## config.mk

```make
export PLATFORM = sky130hd
export DESIGN_NAME = rtc_rate_gen
export DESIGN_NICKNAME = d
export VERILOG_FILES = /design/src/rtl/rtc_rate_pkg.sv /design/src/rtl/rtc_rate_decode.sv /design/src/rtl/rtc_rate_divider.sv /design/src/rtl/rtc_rate_tick.sv /design/src/rtl/rtc_rate_out.sv /design/src/rtl/rtc_rate_gen.sv
export SDC_FILE = /design/constraint.sdc
export NUM_CORES = 1
export LEC_CHECK = 0
export ABC_AREA = 1
export BUFFER_PORTS_ARGS = -buffer_cell sky130_fd_sc_hd__buf_2
export CORE_ASPECT_RATIO = 1.25
export CORE_UTILIZATION = 53
export DETAILED_ROUTE_END_ITERATION = 8
export GPL_ROUTABILITY_DRIVEN = 0
export GPL_TIMING_DRIVEN = 1
export PLACE_DENSITY_LB_ADDON = 0.3
export SLEW_MARGIN = 20
export SYNTH_ARGS = -nofsm -noshare
export SYNTH_HDL_FRONTEND = slang
export SYNTH_SLANG_ARGS = --single-unit
```

## constraint.sdc

```tcl
create_clock -name clk -period 1.8 [get_ports clk]
set_input_delay 0.09 -clock clk [delete_from_list [all_inputs] [get_ports clk]]
set_output_delay 0.09 -clock clk [all_outputs]
set_load 0.005 [all_outputs]
```

## src/rtl/rtc_rate_pkg.sv

```systemverilog
// Package: shared widths and constants for the periodic rate generator.
// Assumes a 15-bit divider and a 4-bit rate selector; the alias rule
// moves the two lowest nonzero codes up by a fixed offset.
package rtc_rate_pkg;
    localparam int RG_CNT_W     = 15;
    localparam int RG_CODE_W    = 4;
    localparam int RG_ALIAS_TOP = 2;   // highest code that is aliased
    localparam int RG_ALIAS_ADD = 7;   // offset applied to aliased codes
    localparam int RG_SHIFT_W   = $clog2(RG_CNT_W + 1);
endpackage

```

## src/rtl/rtc_rate_decode.sv

```systemverilog
// Module: rtc_rate_decode
// Turns the rate selector into a low-bit mask of the period and decides
// whether the generator runs. Assumes codes 1..ALIAS_TOP alias upward by
// ALIAS_ADD and that the largest shift fits in CNT_W bits.
module rtc_rate_decode
    import rtc_rate_pkg::*;
#(
    parameter int CNT_W     = RG_CNT_W,
    parameter int CODE_W    = RG_CODE_W,
    parameter int ALIAS_TOP = RG_ALIAS_TOP,
    parameter int ALIAS_ADD = RG_ALIAS_ADD
) (
    input  logic [CODE_W-1:0] code,
    input  logic              irq_en,
    input  logic              sq_en,
    output logic              active,
    output logic [CNT_W-1:0]  mask
);
    localparam int SHW = $clog2(CNT_W + 1);

    logic [SHW-1:0] shift;

    // Effective code after aliasing, then the log2 of the period.
    always_comb begin
        int eff;
        eff = int'(code);
        if (eff >= 1 && eff <= ALIAS_TOP) begin
            eff = eff + ALIAS_ADD;
        end
        if (eff == 0) begin
            shift = '0;
        end else begin
            shift = SHW'(eff - 1);
        end
    end

    // One mask bit per divider stage: set when the stage lies below the shift.
    for (genvar g = 0; g < CNT_W; g++) begin : g_mask
        assign mask[g] = (SHW'(g) < shift);
    end

    // Runs only with a nonzero code and at least one consumer enabled.
    assign active = (code != '0) && (irq_en || sq_en);
endmodule

```

## src/rtl/rtc_rate_divider.sv

```systemverilog
// Module: rtc_rate_divider
// Free-running count of time-base strobes. Assumes the strobe is one
// system clock wide; the count wraps modulo 2^CNT_W.
module rtc_rate_divider #(
    parameter int CNT_W = rtc_rate_pkg::RG_CNT_W
) (
    input  logic             clk,
    input  logic             rst_n,
    input  logic             step,
    output logic [CNT_W-1:0] cnt,
    output logic [CNT_W-1:0] cnt_nxt
);
    // Next value of the count on a strobe.
    assign cnt_nxt = cnt + CNT_W'(1);

    // Advance the count on each strobe.
    always_ff @(posedge clk) begin
        if (!rst_n) begin
            cnt <= '0;
        end else if (step) begin
            cnt <= cnt_nxt;
        end
    end

    // without a strobe the count must not move.
    p_cnt_hold_r10: assert property (@(posedge clk) disable iff (!rst_n)
        !step |=> $stable(cnt));
endmodule

```

## src/rtl/rtc_rate_tick.sv

```systemverilog
// Module: rtc_rate_tick
// Detects the strobe on which the low period bits of the count roll to
// zero. Assumes mask holds ones in exactly the low log2(period) bits.
module rtc_rate_tick #(
    parameter int CNT_W = rtc_rate_pkg::RG_CNT_W
) (
    input  logic             step,
    input  logic             active,
    input  logic [CNT_W-1:0] cnt_nxt,
    input  logic [CNT_W-1:0] mask,
    output logic             tick
);
    // Tick when the new count is a multiple of the period.
    assign tick = step && active && ((cnt_nxt & mask) == '0);
endmodule

```

## src/rtl/rtc_rate_out.sv

```systemverilog
// Module: rtc_rate_out
// Registers the flag strobe, the held interrupt request and the square
// wave from the tick. Assumes ticks are at least two strobes apart.
module rtc_rate_out (
    input  logic clk,
    input  logic rst_n,
    input  logic tick,
    input  logic irq_en,
    input  logic sq_en,
    input  logic ack,
    output logic flag_set,
    output logic irq,
    output logic sq
);
    // One-cycle strobe toward the status register.
    always_ff @(posedge clk) begin
        if (!rst_n) flag_set <= 1'b0;
        else        flag_set <= tick && irq_en;
    end

    // Interrupt request: a tick sets it, an acknowledge clears it, set wins.
    always_ff @(posedge clk) begin
        if (!rst_n)                irq <= 1'b0;
        else if (tick && irq_en)   irq <= 1'b1;
        else if (ack)              irq <= 1'b0;
    end

    // Square wave: toggles on ticks, forced low when disabled.
    always_ff @(posedge clk) begin
        if (!rst_n)       sq <= 1'b0;
        else if (!sq_en)  sq <= 1'b0;
        else if (tick)    sq <= ~sq;
    end

    // the flag strobe never lasts two cycles.
    p_flag_pulse_r7: assert property (@(posedge clk) disable iff (!rst_n)
        flag_set |=> !flag_set);
    // the request holds until acknowledged.
    p_irq_hold_r8: assert property (@(posedge clk) disable iff (!rst_n)
        (irq && !ack) |=> irq);
    // disabling the square wave drives it low.
    p_sq_low_r9: assert property (@(posedge clk) disable iff (!rst_n)
        !sq_en |=> !sq);
endmodule

```

## src/rtl/rtc_rate_gen.sv

```systemverilog
// Module: rtc_rate_gen (top)
// Periodic tick generator for a real-time clock: divides the 32768 Hz
// strobe by a power of two chosen by rate_sel and drives a flag strobe,
// an interrupt request and a square wave. Assumes inputs are synchronous
// to clk and that tb32k_en is a single-cycle strobe.
module rtc_rate_gen
    import rtc_rate_pkg::*;
(
    input  logic                 clk,
    input  logic                 rst_n,
    input  logic                 tb32k_en,
    input  logic [RG_CODE_W-1:0] rate_sel,
    input  logic                 per_irq_en,
    input  logic                 sq_en,
    input  logic                 irq_ack,
    output logic                 per_flag_set,
    output logic                 irq_req,
    output logic                 sq_out
);
    logic                active;
    logic [RG_CNT_W-1:0] mask;
    logic [RG_CNT_W-1:0] cnt;
    logic [RG_CNT_W-1:0] cnt_nxt;
    logic                tick;

    rtc_rate_decode #(
        .CNT_W     (RG_CNT_W),
        .CODE_W    (RG_CODE_W),
        .ALIAS_TOP (RG_ALIAS_TOP),
        .ALIAS_ADD (RG_ALIAS_ADD)
    ) u_decode (
        .code   (rate_sel),
        .irq_en (per_irq_en),
        .sq_en  (sq_en),
        .active (active),
        .mask   (mask)
    );

    rtc_rate_divider #(.CNT_W(RG_CNT_W)) u_div (
        .clk     (clk),
        .rst_n   (rst_n),
        .step    (tb32k_en),
        .cnt     (cnt),
        .cnt_nxt (cnt_nxt)
    );

    rtc_rate_tick #(.CNT_W(RG_CNT_W)) u_tick (
        .step    (tb32k_en),
        .active  (active),
        .cnt_nxt (cnt_nxt),
        .mask    (mask),
        .tick    (tick)
    );

    rtc_rate_out u_out (
        .clk      (clk),
        .rst_n    (rst_n),
        .tick     (tick),
        .irq_en   (per_irq_en),
        .sq_en    (sq_en),
        .ack      (irq_ack),
        .flag_set (per_flag_set),
        .irq      (irq_req),
        .sq       (sq_out)
    );

    // a flag strobe only follows a count that is a multiple of the period.
    p_align_r6: assert property (@(posedge clk) disable iff (!rst_n)
        per_flag_set |-> ((cnt & $past(mask)) == '0));
    // a zero code leaves the square wave untouched while it is enabled.
    p_code_off_r2: assert property (@(posedge clk) disable iff (!rst_n)
        (rate_sel == '0 && sq_en) |=> ($stable(sq_out) && !per_flag_set));
    // with both enables off the square wave cannot toggle high.
    p_gate_off_r5: assert property (@(posedge clk) disable iff (!rst_n)
        (!per_irq_en && !sq_en) |=> (!per_flag_set && !sq_out));
endmodule

```

==> results by group, run 1 <==
Worst setup path
  – Critical Path Source Type: flip-flop
  – Worst-path fanout max: 4
  – Critical Path AT: 2.00 ns
  – Setup crit end kind: flip-flop
  – WP data required: 2.02 ns
  – Crit Path Category: flip-flop to flip-flop

CTS
  – # hold bufs at CTS: 0
  – Clock Path Buffers: 2
  – Reg clk slew, reported paths: 0.11 ns
  – Root Driver: clkbuf_4
  – Worst skew pair latency: 0.31 ns
  – CTS buffer count: 3
  – CTS tree: built
  – Clock sinks: 18
  – H-tree Lvls: 1

Placed design
  – DP Area: 0.00163 mm2
  – Placed Cells: 290
  – Post-DP HPWL: 2550 um
  – Port Buffer Count: 12

Floorplanning
  – Total die area: 0.00290 mm2
  – Die X: 48.4 um
  – Die Ht: 60.0 um
  – Initial Utilization: 0.575
  – Core Area: 0.00248 mm2
  – Rows: 20
  – Boundary Pins: 13

GRT
  – Aggregate global routing overflow: 0
  – Vias in the first global route: 1331
  – Grt met1 use: 0.278
  – Initial antenna violation count: 0
  – GRT busiest layer: met2
  – GRT met3 Usage: 0.0356
  – Largest net degree at the start of global routing: 23
  – GRT Total Usage: 0.243
  – Met2 Track Usage GR: 0.457
  – First-pass GRT wire length: 5480 um

Yosys
  – Synth cell types: 26
  – Ys async rst share: 0
  – Sequential area share after synthesis: 0.253
  – EDFF count, synth: 0
  – Post-Syn Nets: 247
  – Post-Syn Instances: 233
  – Yosys reg bits: 18
  – Avg Inst Size Synth: 6.11 um2
  – Synth Cell Area: 0.00142 mm2
  – Top FF cell, synth: dfxtp_1
  – Synth warn: 0

Power and ir drop
  – Power density cells: 558 mW/mm2
  – LEAKAGE: 0.888 nW
  – Peak supply drop: 0.539 mV
  – Switching pwr: 0.000337 W
  – Sw frac: 0.336
  – Clock power share: 0.265
  – Reg power frac: 0.449
  – Pint: 0.000665 W
  – Gate power share: 0.285

Detailed routing
  – Initial DRC count: 93
  – DR vias: 1555
  – Drt first pass iters: 6
  – Routed WL: 3730 um
  – Residual DRC: 0
  – Per-cell routed wire length: 12.5 um
  – Via-per-instance ratio: 5.22
  – Antenna violation net count after detailed routing: 0

Timing
  – Period utilization: 0.987
  – Relative slew margins: 0.641
  – Skew final: 0.00826 ns
  – Hold_ws: 0.0329 ns
  – Tmin final: 1.78 ns
  – RSZ-0062 raised after global routing: yes
  – Final Max Tran Viols: 0
  – # setup viols final: 0
  – Tightest Pin Transition: 0.538 ns
  – Upper clock frequency limit: 0.563 GHz
  – Final count of hold timing violations: 0

Job
  – Max-Cap Viols: 0

Run status
  – Status: finished, final reports clean

Cells and area
  – Synthesis-to-layout area growth: 25.9%
  – ANT cells: 0
  – Final non-filler cell total: 298
  – Fillcell total: 196
  – Layout Nets: 280
  – Layout cells sized above 1: 0.291
  – Finished Cell Area: 0.00179 mm2

Min path
  – Hold WC Path Type: input pin to flip-flop
## worst paths after layout
check | end | from | cells past startpoint | slack, ns
hold reg to reg | u_div.cnt[13] | u_div.cnt[13] | 2 | 0.50
hold / removal | u_out.irq | irq_ack | 3 | 0.03
setup / recovery | u_out.sq | u_div.cnt[5] | 11 | 0.02
setup reg to reg | u_out.sq | u_div.cnt[5] | 11 | 0.02
## routing by layer
metal  wire length [um]  up-vias  share of wire
li1                   -      809              -
met5                  0        -              0
met3                202       14          0.054
met4                117        0          0.031
met1               1520      667           0.41
met2               1890       65           0.51
## final cells by class
class	instances	area [um2]	area share
Sequential cell	18	370	0.207
Inverter	42	158	0.0879
Timing Repair Buffer	32	214	0.119
Multi-Input combinational cell	169	973	0.543
Tap cell	33	41.3	0.0230
Clock buffer	4	36.3	0.0202
## cell usage after synthesis, types with 3 or more instances
cell type	count	area, um2
nor2_2	5	31.3
nand2_2	6	37.5
nand4_1	9	56.3
nor2_1	24	90.1
o21ai_0	15	75.1
inv_1	38	143
dfxtp_1	18	360
nand3_1	14	70.1
nand2_1	52	195
clkbuf_1	4	15.0
nor3_1	3	15.0
a21oi_1	13	65.1
xor2_1	9	78.8
ha_1	4	50.1
o211ai_1	3	22.5
inv_2	3	11.3
## power by group through the flow
stage | clock, W | combinational [W] | sequential (W)
final | 0.000266 | 0.000286 | 0.000450
after global routing | 0.000277 | 0.000317 | 0.000452
after CTS | 0.000260 | 0.000266 | 0.000442
after detailed placement | 0 | 0.000256 | 0.000450
after global placement | 0 | 0.000254 | 0.000449
after floorplan | 0 | 0.000173 | 0.000446
## worst max-delay path, stage by stage, from the launching register on
cell,delay (ns)
dfxtp_1,0.37
nand2_1,0.14
nor2_4,0.19
nand2_1,0.09
xor2_1,0.17
or2_1,0.24
a21oi_1,0.16
nand2_1,0.08
nand2_2,0.08
nand3_1,0.06
nand2_1,0.07
nor2_1,0.04
## cell families after synthesis
logic type / count (synthesis) / synth area share
AOI/OAI and AO/OA: 36 / 0.137
buffers and inverters: 46 / 0.121
and+or+nand+nor: 120 / 0.398
DFF: 18 / 0.253
xor gates and xnor gates: 9 / 0.0554
adders and majority gates: 4 / 0.0352
## stage by stage
step                      TNS, ns   util  total power, W  setup slack [ns]
after global placement     -0.149  0.658        0.000704           -0.0783
after CTS                       0  0.689        0.000969           0.00769
after detailed placement   -0.207  0.658        0.000706           -0.0971
final                           0  0.724         0.00100            0.0236
after floorplan                 0      -        0.000620            0.0983
after global routing       -0.195  0.724         0.00105           -0.0693
## timing repair
item                                    CTS  global route
gates resized for setup                   5            24
pin swaps                                 2             4
setup buffers                             4             1
cloned                                    0             0
endpoints found under the setup margin    2             4
## state kept, by name, indices dropped and copies added, names as in the netlist
signal / count
u_out.flag_set: 1
u_out.irq: 1
u_out.sq: 1
u_div.cnt: 15
## layout by cell type (no fill, tap or decap), types with 2 or more instances in the layout
cell type  netlist  layout
inv_1           38      38
clkbuf_4         0       3
nand4_1          9       9
nor3_1           3       3
nor2_4           2       5
nor2_1          24      19
xor2_1           9       8
nand3b_1         2       2
nand3_2          1       2
o211ai_1         3       3
dfxtp_1         18      10
buf_4            0      19
inv_2            3       3
buf_2            0      12
nand3_1         14      12
nand2_1         52      47
nand3_4          1       2
o21ai_0         15      15
nor2_2           5       7
nand2_2          6      10
dfxtp_2          0       8
ha_1             4       3
o21ai_1          2       2
a21oi_1         13      13
(Power assumes the default switching activity.)
==> inputs of run 2 (changes only) <==
REMOVE_ABC_BUFFERS = 1   (was not set)
==> results by group, run 2 (synthesized netlist as in run 1, its figures left out) <==
Power and ir drop
  – Pint: 0.000656 W
  – Clock power share: 0.268
  – Reg power frac: 0.457
  – Gate power share: 0.276
  – LEAKAGE: 0.863 nW
  – Power density cells: 557 mW/mm2
  – Tot Pwr: 0.000987 W
  – Switching pwr: 0.000331 W
  – Sw frac: 0.336
  – Peak supply drop: 0.472 mV

Detailed routing
  – DR vias: 1538
  – Antenna violation net count after detailed routing: 0
  – Initial DRC count: 32
  – Via-per-instance ratio: 5.21
  – Top Layer Used: met4
  – Routed WL: 3620 um
  – Drt first pass iters: 4
  – Residual DRC: 0
  – Per-cell routed wire length: 12.3 um
  – Met2 wire length: 1840 um
  – WL met1: 1530 um
  – Routed wl met3: 108 um

Worst setup path
  – Setup crit end kind: flip-flop
  – WP data required: 2.02 ns
  – Critical Path AT: 1.97 ns
  – CP max stage cell: dfxtp_4
  – Crit path largest cell delay: 0.39 ns
  – Critical Path Source Type: flip-flop
  – Critical-path cell list: ha_4, nand3_4, inv_4, nand3b_1, xor2_2, nor3_2, nor2_1, nand3_1, nor2_2, nand3_1, nand2_1, nor2_1
  – Crit Path Category: flip-flop to flip-flop
  – Worst-path fanout max: 3

CTS
  – Root Driver: clkbuf_4
  – Worst skew pair latency: 0.31 ns
  – Clock Path Buffers: 2
  – CTS tree: built
  – H-tree Lvls: 1
  – CTS buffer count: 3
  – Clock sinks: 18
  – Post CTS Setup Buffer Count: 0
  – Reg clk slew, reported paths: 0.11 ns

Cells and area
  – Layout cells sized above 1: 0.290
  – Most common cell after layout, fill and taps aside: nand2_1
  – Area occupied by multi-input gates: 966 um2
  – Register area: 380 um2
  – Max reg flops: 15
  – Synthesis-to-layout area growth: 24.4%
  – Most frequent cells in the layout: nand2_1, inv_1, nor2_1
  – Fillcell total: 219
  – Layout Nets: 277
  – Largest register by flop count: u_div.cnt
  – ANT cells: 0

Timing
  – Tightest Pin Transition: 0.572 ns
  – Final WS setup: 0.0471 ns
  – Upper clock frequency limit: 0.570 GHz
  – Period utilization: 0.974
  – # setup viols final: 0
  – Final Max Tran Viols: 0
  – Tmin final: 1.75 ns
  – Relative slew margins: 0.619
  – Final count of hold timing violations: 0
  – RSZ-0062 raised after global routing: yes
  – Skew final: 0.00451 ns

Floorplanning
  – Rows: 20
  – Total die area: 0.00290 mm2
  – Die Ht: 60.0 um
  – Boundary Pins: 13
  – Die X: 48.4 um
  – Core Area: 0.00248 mm2
  – Initial Utilization: 0.575

Run status
  – Status: finished, final reports clean

GRT
  – Aggregate global routing overflow: 0
  – Initial antenna violation count: 0
  – GRT Total Usage: 0.260
  – Largest net degree at the start of global routing: 23
  – First-pass GRT wire length: 5710 um
  – Vias in the first global route: 1416

Placed design
  – Port Buffer Count: 12
  – Post-DP HPWL: 2700 um
  – Dpl ws: -0.0750 ns

Job
  – Max-Cap Viols: 0

Min path
  – Hold WC Path Type: input pin to flip-flop
run 2: path summary, 6_finish.rpt:
path | startpoint | to | slack (ns) | cells after the start
worst min register to register | u_out.irq | u_out.irq | 0.50 | 2
worst min-delay path | irq_ack | u_out.irq | 0.03 | 3
worst max register to register | u_div.cnt[1] | u_out.sq | 0.05 | 12
worst max-delay path | u_div.cnt[1] | u_out.sq | 0.05 | 12
run 2: critical path, delay by kind of cell, from the launching register on:
family / cells / cell delay [ns]
DFF: 1 / 0.39
adders and majority gates: 1 / 0.14
buffers and inverters: 1 / 0.07
xor gates and xnor gates: 1 / 0.26
and+or+nand+nor: 9 / 0.78
run 2: final cells by class:
cell class,instances,share of cell area
well taps,33,0.0233
inverters,42,0.0904
repair buffers,29,0.106
clock buffers,4,0.0205
multi-input cells,169,0.545
flip-flops and latches,18,0.215
run 2: repair_timing:
action / in CTS / in global routing
pin swaps: 0 / 10
hold endpoints to repair: 0 / 0
hold buffers: 0 / 0
resized for setup: 5 / 28
endpoints found under the setup margin: 3 / 3
run 2: per-stage QoR:
step           cell area [um2]  utilization  hold WS (ns)  TNS [ns]  std cells
2_1_floorplan             1410            -         0.226         0        229
3_3_place_gp              1640        0.661         0.366   -0.0895        291
3_5_place_dp              1640        0.661         0.367    -0.164        291
4_1_cts                   1690        0.683        0.0352         0        295
5_1_grt                   1770        0.715        0.0386    -0.172        295
6_report                  1770        0.715        0.0322         0        295
run 2: routing by layer:
metal,up-vias,track usage
met4,0,0.139
met3,15,0.0509
met5,-,0
li1,801,-
met2,40,0.511
met1,682,0.259
run 2: power by group through the flow:
stage / Combinational, W / Clock, W / Sequential (W)
after global placement: 0.000252 / 0 / 0.000450
after CTS: 0.000259 / 0.000265 / 0.000444
final: 0.000272 / 0.000264 / 0.000451
after global routing: 0.000309 / 0.000282 / 0.000453
after floorplan: 0.000169 / 0 / 0.000446
after detailed placement: 0.000257 / 0 / 0.000451
==> inputs of run 3 (changes only) <==
CELL_PAD_IN_SITES_DETAIL_PLACEMENT = 1   (was not set)
CELL_PAD_IN_SITES_GLOBAL_PLACEMENT = 2   (was not set)
CORE_UTILIZATION = 28   (was 53)
==> results by group, run 3 (synthesized netlist as in run 1, its figures left out) <==
Power and ir drop
  – Clock power share: 0.312
  – Reg power frac: 0.405
  – Switching pwr: 0.000362 W
  – Sw frac: 0.328
  – Pint: 0.000744 W
  – Peak supply drop: 0.247 mV
  – LEAKAGE: 0.955 nW
  – Gate power share: 0.283
  – Power density cells: 567 mW/mm2

Worst setup path
  – Crit path largest cell delay: 0.36 ns
  – Crit Path Category: flip-flop to flip-flop
  – Critical-path cell list: ha_4, nand3_4, inv_4, nand3b_1, xor2_1, buf_4, nor3_2, nor2_1, nand3_1, nor2_4, nand3_2, nand2_1, nor2_1
  – WP data required: 1.96 ns
  – CP max stage cell: dfxtp_2
  – Critical Path AT: 1.95 ns
  – Critical Path Most Common Cell: nor2_1
  – Setup crit end kind: flip-flop
  – Worst-path fanout max: 3
  – Critical Path Source Type: flip-flop

Cells and area
  – Max reg flops: 15
  – Synthesis-to-layout area growth: 37.1%
  – Layout Nets: 287
  – Layout cells sized above 1: 0.335
  – Most frequent cells in the layout: nand2_1, inv_1, buf_4
  – ANT cells: 0
  – Final design utilization: 0.407
  – Area occupied by multi-input gates: 0.00102 mm2
  – Most common cell after layout, fill and taps aside: nand2_1
  – Largest register by flop count: u_div.cnt
  – Register area: 373 um2
  – Fillcell total: 645

Detailed routing
  – Drt first pass iters: 4
  – Initial DRC count: 30
  – Antenna violation net count after detailed routing: 0
  – Residual DRC: 0
  – DR vias: 1575
  – Routed WL: 4380 um
  – Per-cell routed wire length: 13.2 um
  – Via-per-instance ratio: 4.74

Floorplanning
  – Total die area: 0.00538 mm2
  – Die Ht: 81.7 um
  – Rows: 28
  – Boundary Pins: 13
  – Initial Utilization: 0.297
  – Core Area: 0.00480 mm2
  – Die X: 65.8 um

CTS
  – Clock Path Buffers: 2
  – # hold bufs at CTS: 0
  – CTS tree: built
  – Worst skew pair latency: 0.26 ns
  – H-tree Lvls: 1
  – CTS buffer count: 3
  – Root Driver: clkbuf_8
  – Reg clk slew, reported paths: 0.08 ns
  – Clock sinks: 18

Timing
  – Upper clock frequency limit: 0.558 GHz
  – Final Max Tran Viols: 0
  – Tightest Pin Transition: 0.613 ns
  – Skew final: 0.00368 ns
  – Final WS setup: 0.00692 ns
  – Relative slew margins: 0.591
  – Hold_ws: 0.0958 ns
  – Final count of hold timing violations: 0
  – Tmin final: 1.79 ns
  – Setup TNS Final: 0 ns
  – RSZ-0062 raised after global routing: yes
  – # setup viols final: 0
  – Period utilization: 0.996

Placed design
  – Dpl ws: -0.237 ns
  – Port Buffer Count: 12
  – Post-DP HPWL: 3440 um

Min path
  – Hold WC Path Type: input pin to flip-flop

Run status
  – Status: finished, final reports clean

GRT
  – GRT Total Usage: 0.179
  – First-pass GRT wire length: 7310 um
  – Vias in the first global route: 1625
  – Largest net degree at the start of global routing: 23
  – Initial antenna violation count: 0
  – Aggregate global routing overflow: 0

Job
  – Max-Cap Viols: 0
run 3: changes by cell type in the layout (fill, tap and decap cells not counted), sizes merged:
cell and change:
buf +10
run 3: cell type report:
type                       count  area share
clock buffer                   4      0.0282
inverter                      42      0.0821
multi-input combinational    169       0.524
sequential                    18       0.191
tap                           60      0.0385
timing repair buffer          39       0.137
run 3: worst max-delay path, delay by kind of cell (launching register included):
family                     cells  cell delay [ns]
and+or+nand+nor                9             0.79
DFF                            1             0.36
buffers and inverters          2             0.23
adders and majority gates      1             0.16
xor gates and xnor gates       1             0.15
run 3: power groups by stage:
stage	clock, W	combinational [W]	sequential (W)
CTS	0.000365	0.000291	0.000447
finish	0.000345	0.000313	0.000448
detailed placement	0	0.000279	0.000451
floorplan	0	0.000169	0.000446
global placement	0	0.000276	0.000451
global route	0.000381	0.000352	0.000452
run 3: worst paths after layout:
check,depth (start not counted),slack (ns),to,from
worst max-delay path,13,0.007,u_out.sq,u_div.cnt[0]
worst min-delay path,3,0.1,u_out.irq,irq_ack
worst max register to register,13,0.007,u_out.sq,u_div.cnt[0]
worst min register to register,2,0.50,u_out.irq,u_out.irq
run 3: through the flow:
step           instances  area, um2  power [W]
2_1_floorplan        229       1410   0.000615
3_3_place_gp         323       1710   0.000727
3_5_place_dp         323       1710   0.000730
4_1_cts              329       1830    0.00110
5_1_grt              332       1950    0.00118
6_report             332       1950    0.00111
run 3: timing repair:
action	in CTS	in global routing
buffers inserted	2	4
gates resized for setup	14	29
setup endpoints to repair	3	4
pin swaps	6	14
run 3: metal layers:
layer | GRT usage | vias to the layer above | part of all wire
met5 | 0 | - | 0
met2 | 0.337 | 11 | 0.52
met4 | 0.0565 | 0 | 0.019
met3 | 0.0278 | 6 | 0.016
li1 | - | 820 | -
met1 | 0.202 | 738 | 0.44
